<file path="config.mk">
export PLATFORM = sky130hd
export DESIGN_NAME = bkpt_ack_seq
export DESIGN_NICKNAME = d
export VERILOG_FILES = /design/src/rtl/bkack_pkg.sv /design/src/rtl/bkack_fsm.sv /design/src/rtl/bkack_addr_gen.sv /design/src/rtl/bkack_word_asm.sv /design/src/rtl/bkpt_ack_seq.sv
export SDC_FILE = /design/constraint.sdc
export NUM_CORES = 1
export LEC_CHECK = 0
export BUFFER_PORTS_ARGS = -buffer_cell sky130_fd_sc_hd__clkbuf_2
export CORE_ASPECT_RATIO = 0.8
export CORE_MARGIN = 2
export CORE_UTILIZATION = 46
export CTS_BUF_LIST = sky130_fd_sc_hd__clkbuf_4 sky130_fd_sc_hd__clkbuf_8
export CTS_CLUSTER_SIZE = 28
export DETAILED_ROUTE_END_ITERATION = 16
export MAX_ROUTING_LAYER = met4
export PLACE_DENSITY = 0.89
export SETUP_SLACK_MARGIN = 0.3
export SYNTH_ARGS = -nofsm -noshare
export SYNTH_HDL_FRONTEND = slang
export SYNTH_SLANG_ARGS = --single-unit
</file>
<file path="constraint.sdc">
create_clock -name clk -period 2.1 [get_ports clk]
set_clock_uncertainty 0.2 [all_clocks]
set_input_delay 0.42 -clock clk [delete_from_list [all_inputs] [get_ports clk]]
set_output_delay 0.42 -clock clk [all_outputs]
set_load 0.02 [all_outputs]
</file>
<file path="src/rtl/bkack_pkg.sv">
package bkack_pkg;
  localparam int ADDR_W = 32;
  localparam int DATA_W = 16;
  localparam int BPN_W  = 3;
  localparam int BYTE_W = DATA_W / 2;

  localparam logic [2:0] FC_CPU    = 3'b111;
  localparam logic [1:0] SZ_WORD   = 2'b10;
  localparam int         BPN_LSB   = 2;
  localparam int         TYPE_LSB  = 16;
  localparam logic [3:0] TYPE_BKPT = 4'h0;

  typedef enum logic [2:0] {
    ST_IDLE   = 3'd0,
    ST_ADDR   = 3'd1,
    ST_STROBE = 3'd2,
    ST_REL    = 3'd3,
    ST_RESULT = 3'd4,
    ST_DONE   = 3'd5
  } seq_state_e;

  // CPU-space address for one acknowledge access
  function automatic logic [ADDR_W-1:0] bkack_addr(input logic [BPN_W-1:0] bpn,
                                                   input logic odd_byte);
    logic [ADDR_W-1:0] a;
    a = '0;
    a[TYPE_LSB +: 4]        = TYPE_BKPT;
    a[BPN_LSB +: BPN_W]     = bpn;
    a[0]                    = odd_byte;
    return a;
  endfunction
endpackage

</file>
<file path="src/rtl/bkack_fsm.sv">
module bkack_fsm
  import bkack_pkg::*;
(
  input  logic       clk,
  input  logic       rst_n,
  input  logic       start,
  input  logic [1:0] dsack,
  input  logic       berr,
  output logic       launch,
  output logic       drive,
  output logic       strobe,
  output logic       second,
  output logic       err,
  output logic       lat_word,
  output logic       lat_hi,
  output logic       lat_lo,
  output logic       result,
  output logic       fin
);
  seq_state_e state_q, state_d;
  logic second_q, err_q, more_q;
  logic term_err, term_word, term_byte, term_any, released;

  assign term_err  = berr;
  assign term_word = !berr && dsack[0];
  assign term_byte = !berr && (dsack == 2'b10);
  assign term_any  = term_err || term_word || term_byte;
  assign released  = (dsack == 2'b00) && !berr;

  always_comb begin
    state_d = state_q;
    unique case (state_q)
      ST_IDLE:   if (start) state_d = ST_ADDR;
      ST_ADDR:   state_d = ST_STROBE;
      ST_STROBE: if (term_any) state_d = ST_REL;
      ST_REL: begin
        if (released) state_d = (more_q && !err_q) ? ST_ADDR : ST_RESULT;
      end
      ST_RESULT: state_d = ST_DONE;
      ST_DONE:   state_d = ST_IDLE;
      default:   state_d = ST_IDLE;
    endcase
  end

  always_ff @(posedge clk) begin
    if (!rst_n) begin
      state_q  <= ST_IDLE;
      second_q <= 1'b0;
      err_q    <= 1'b0;
      more_q   <= 1'b0;
    end else begin
      state_q <= state_d;
      if (launch) begin
        second_q <= 1'b0;
        err_q    <= 1'b0;
        more_q   <= 1'b0;
      end else if (state_q == ST_STROBE) begin
        if (term_err) err_q <= 1'b1;
        if (term_byte && !second_q) more_q <= 1'b1;
      end else if (state_q == ST_REL && released && more_q && !err_q) begin
        second_q <= 1'b1;
        more_q   <= 1'b0;
      end
    end
  end

  assign launch   = (state_q == ST_IDLE) && start;
  assign drive    = (state_q == ST_ADDR) || (state_q == ST_STROBE) || (state_q == ST_REL);
  assign strobe   = (state_q == ST_STROBE);
  assign second   = second_q;
  assign err      = err_q;
  assign lat_word = strobe && !second_q && term_word;
  assign lat_hi   = strobe && !second_q && term_byte;
  assign lat_lo   = strobe && second_q && (term_word || term_byte);
  assign result   = (state_q == ST_RESULT);
  assign fin      = (state_q == ST_DONE);
endmodule

</file>
<file path="src/rtl/bkack_addr_gen.sv">
module bkack_addr_gen
  import bkack_pkg::*;
(
  input  logic              clk,
  input  logic              rst_n,
  input  logic              launch,
  input  logic [BPN_W-1:0]  bp_num,
  input  logic              drive,
  input  logic              second,
  output logic [2:0]        fc,
  output logic [ADDR_W-1:0] addr,
  output logic [1:0]        size,
  output logic              rw
);
  logic [BPN_W-1:0] bpn_q;

  always_ff @(posedge clk) begin
    if (!rst_n)      bpn_q <= '0;
    else if (launch) bpn_q <= bp_num;
  end

  always_comb begin
    fc   = drive ? FC_CPU  : 3'b000;
    size = drive ? SZ_WORD : 2'b00;
    rw   = drive;
    addr = drive ? bkack_addr(bpn_q, second) : '0;
  end
endmodule

</file>
<file path="src/rtl/bkack_word_asm.sv">
module bkack_word_asm
  import bkack_pkg::*;
(
  input  logic              clk,
  input  logic              rst_n,
  input  logic              launch,
  input  logic              lat_word,
  input  logic              lat_hi,
  input  logic              lat_lo,
  input  logic [DATA_W-1:0] data_in,
  output logic [DATA_W-1:0] word
);
  logic [BYTE_W-1:0] lane_q [2];
  logic [BYTE_W-1:0] byte_lane;

  // byte-wide responders present their byte on the upper lane
  assign byte_lane = data_in[DATA_W-1 -: BYTE_W];

  for (genvar g = 0; g < 2; g++) begin : g_lane
    logic take_byte;
    assign take_byte = (g == 1) ? lat_hi : lat_lo;
    always_ff @(posedge clk) begin
      if (!rst_n || launch) lane_q[g] <= '0;
      else if (lat_word)    lane_q[g] <= data_in[g*BYTE_W +: BYTE_W];
      else if (take_byte)   lane_q[g] <= byte_lane;
    end
  end

  assign word = {lane_q[1], lane_q[0]};
endmodule

</file>
<file path="src/rtl/bkpt_ack_seq.sv">
module bkpt_ack_seq
  import bkack_pkg::*;
(
  input  logic              clk,
  input  logic              rst_n,
  input  logic              start,
  input  logic [BPN_W-1:0]  bp_num,
  output logic [2:0]        fc,
  output logic [ADDR_W-1:0] addr,
  output logic [1:0]        size,
  output logic              rw_o,
  output logic              as_o,
  output logic              ds_o,
  input  logic [1:0]        dsack,
  input  logic              berr,
  input  logic [DATA_W-1:0] data_in,
  output logic [DATA_W-1:0] word,
  output logic              word_valid,
  output logic              illegal_instr,
  output logic              done
);
  logic launch_ev, drive_en, strobe_en, second_acc, err_seen;
  logic lat_word_ev, lat_hi_ev, lat_lo_ev, result_fire, fin_ev;

  bkack_fsm u_fsm (
    .clk      (clk),
    .rst_n    (rst_n),
    .start    (start),
    .dsack    (dsack),
    .berr     (berr),
    .launch   (launch_ev),
    .drive    (drive_en),
    .strobe   (strobe_en),
    .second   (second_acc),
    .err      (err_seen),
    .lat_word (lat_word_ev),
    .lat_hi   (lat_hi_ev),
    .lat_lo   (lat_lo_ev),
    .result   (result_fire),
    .fin      (fin_ev)
  );

  bkack_addr_gen u_addr (
    .clk    (clk),
    .rst_n  (rst_n),
    .launch (launch_ev),
    .bp_num (bp_num),
    .drive  (drive_en),
    .second (second_acc),
    .fc     (fc),
    .addr   (addr),
    .size   (size),
    .rw     (rw_o)
  );

  bkack_word_asm u_word (
    .clk      (clk),
    .rst_n    (rst_n),
    .launch   (launch_ev),
    .lat_word (lat_word_ev),
    .lat_hi   (lat_hi_ev),
    .lat_lo   (lat_lo_ev),
    .data_in  (data_in),
    .word     (word)
  );

  assign as_o          = strobe_en;
  assign ds_o          = strobe_en;
  assign word_valid    = result_fire && !err_seen;
  assign illegal_instr = result_fire && err_seen;
  assign done          = fin_ev;
endmodule

</file>
==> reports/results.txt <==
Initial Util: 48.96%
Reg clk slew, reported paths: 0.08 ns
Worst Path Max Fanout: 7
Worst setup SP type: flop
Sw power: 454.5 µW
Share of post-route cells with drive strength above 1: 41.71%
FFs w/ async S/R, synth: 0%
First-pass DRT Iterations: 4
Largest net degree at the start of global routing: 17
Top cells by count, synth: buf_4 (36), edfxtp_1 (16), nand4_1 (16), a21oi_1 (14)
Critical path arrival: 1.20 ns
Placer congestion estimate: 0.8321
Initial antenna violation count: 0
CTS buffer count: 3
Switching share of power: 34.35%
Die area: 3813 µm²
CTS tree: yes
Status: completed
Final Max Slew Viols: 0
Final Power: 1323 µW
IO Pins: 84
Die Wd: 68.54 µm
Number of remaining DRC errors: 0
Endpoint class of the critical path: output pin
Leakage power: 0.0008981 µW
Internal reg-to-reg setup slack: 0.35 ns
H-Tree Depth: 1
Fmax: 549.2 MHz
Seq pwr share: 45.6%
Dpl cells: 238
Worst hold start: bp_num[1]
Nets: 237
Netlist cell types: 35
Ys flop type: edfxtp_1
First-pass GRT wire length: 4940 µm
Avg Cell Area, Syn: 10.02 µm²
Hold Path Stages: 3
PortBufs: 54
DRT iter0 DRCs: 91
Number of global-route vias before repair: 1087
Clock group share of total power: 21.6%
Post-Route WL: 3499 µm
Clock buffer depth: 2
Final Core Density: 60.87%
Synth warn: 0
Layout area overhead: 24.33%
Share of the synthesized area in the top cell type: 31.35%
Min Tclk post-route: 1.821 ns
Most frequent cell after synthesis: buf_4
Power Dens Cells: 694.3 nW/µm²
Row count: 18
Core box area: 3131 µm²
FF+latch count, synth: 25
DP HPWL: 2406 µm
Main combinational cell family by area after synthesis: simple AND/OR/NAND/NOR gates
Final Cycle Share: 86.71%
Largest cells by area after synthesis: edfxtp_1 (31%), buf_4 (18%), dfxtp_1 (12%)
Synth Area in Compound Gates: 8.245%
Final hold viol count: 0
CP max stage cell: dfxtp_4
Final setup viols: 0
Setup tns final: 0 ns
Seq/Total Area, Yosys: 43.10%
Reg2reg start: u_fsm.state_q[2]
Final instance area: 1906 µm²
Worst R2R End: u_word.lane_q[0][7]
Clk root buf: clkbuf_8
Max_cap viols: 0
Mapped cell area: 1533 µm²
DP Area: 1698 µm²
Chip Height: 55.63 µm
Xor-xnor portion of the synthesized cell area: 0%
Mux share of post-synthesis cell area: 1.959%
Pint: 868.7 µW
Hold Crit Class: in -> reg
Fin cells: 251
Req. time, crit path: 1.48 ns
Leading area contributor after synthesis: edfxtp_1
Detailed-route wire length per cell: 13.94 µm
Mapped Cells: 153
Antenna cells: 0
Final ANT Viol Nets: 0
Adder-Cell Fraction of Synth Area: 0%
RSZ-0062 raised after global routing: yes
Post-synth EDFFs: 16
Post-Synth Simple-Gate Area: 25.96%
Peak supply drop: 0.0003153 V
Via count: 1256
Post-DR vias/cell: 5.004
Clk sinks: 25
R2R depth: 5
Worst-Skew Late Latency: 0.27 ns
CP cell instances: o21ba_4 -> and2_4 -> buf_8
Hold Path End: u_addr.bpn_q[1]
Logic pwr share: 32.9%
Grt total ovfl: 0
CP peak stage delay: 0.40 ns
Setup CP Type: reg -> out
GRT Total Usage: 17.79%
Fill cells: 262
[placed cells by master (no fill, tap or decap), drive strengths merged, types with 2 or more instances in the layout]
cell type   n
conb       29
and2        5
dfxtp       9
buf        21
nand2b      2
a21o        2
mux2i       3
nor2b       4
o21ba       3
nor2        6
nor4b       3
edfxtp     16
clkbuf     50
nor3b       2
nand2       4
a21oi      14
nand4      16
and3b       2
and3        9
[per-layer routing]
metal	vias up	wire [µm]	share of wire (%)	global-route usage, %
li1	609	-	-	-
met5	-	0	0	-
met4	0	53	1.5	7.714
met3	5	267	7.6	2.227
met2	66	1690	48	28.02
met1	576	1487	42	22.67
[final cells by class]
| type | count | area [µm²] | area share (%) |
|---|---|---|---|
| clock buffers | 3 | 41.29 | 2.167 |
| multi-input cells | 113 | 704.4 | 36.97 |
| well taps | 40 | 50.05 | 2.626 |
| inverters | 1 | 3.754 | 0.1970 |
| repair buffers | 68 | 429.2 | 22.52 |
| flip-flops and latches | 25 | 671.9 | 35.26 |
| clock inverters | 1 | 5.005 | 0.2626 |
[worst max path at each step]
stage / startpoint / endpoint / slack [ns] / cells past startpoint
2_1_floorplan: u_fsm.state_q[1] / ds_o / 0.32 / 3
3_3_place_gp: u_fsm.state_q[2] / addr[0] / 0.28 / 3
3_5_place_dp: dsack[0] / u_word.lane_q[1][5] / 0.24 / 4
4_1_cts: u_fsm.state_q[1] / addr[2] / 0.28 / 3
5_1_grt: u_fsm.state_q[0] / addr[0] / 0.25 / 3
6_report: u_fsm.state_q[0] / addr[0] / 0.28 / 3
[cells by family (layout without fill, tap and decap cells)]
| logic type | count (synthesis) | count (layout) |
|---|---|---|
| AOI/OAI and AO/OA | 21 | 22 |
| buffers and inverters | 44 | 73 |
| DFF | 25 | 25 |
| muxes | 3 | 3 |
| other | 1 | 29 |
| and+or+nand+nor | 59 | 59 |
[through the flow]
stage	hold slack (ns)	setup WS, ns
finish	0.2094	0.2791
global route	0.2346	0.2492
CTS	0.2165	0.2762
detailed placement	0.2794	0.2430
global placement	0.2733	0.2764
floorplan	0.2523	0.3187
[flip-flops by register name, summed over array words and instances, names as in the netlist]
register / flops
u_addr.bpn_q: 3
u_fsm.err: 1
u_fsm.more_q: 1
u_fsm.second: 1
u_fsm.state_q: 3
u_word.lane_q: 16
[power groups by stage]
stage               Sequential (µW)  Clock [µW]  Combinational, µW
floorplan                       640           0                293
CTS                             600         288                404
finish                          603         286                435
global placement                613           0                357
global route                    608         308                468
detailed placement              615           0                363
[worst max-delay path: cells and delay by family, from the launching register on]
family	cells	cell delay, ns
and+or+nand+nor	1	0.16
DFF	1	0.40
buffers and inverters	1	0.12
AOI/OAI and AO/OA	1	0.25
[what timing repair did]
action | in CTS | in global routing
pin swaps | 0 | 4
hold buffers | 0 | 0
setup buffers | 6 | 2
cloned | 1 | 0
endpoints found under the hold margin | 0 | 0
resized for setup | 19 | 22
setup endpoints to repair | 30 | 29
Power figures use the tool's default switching activity.
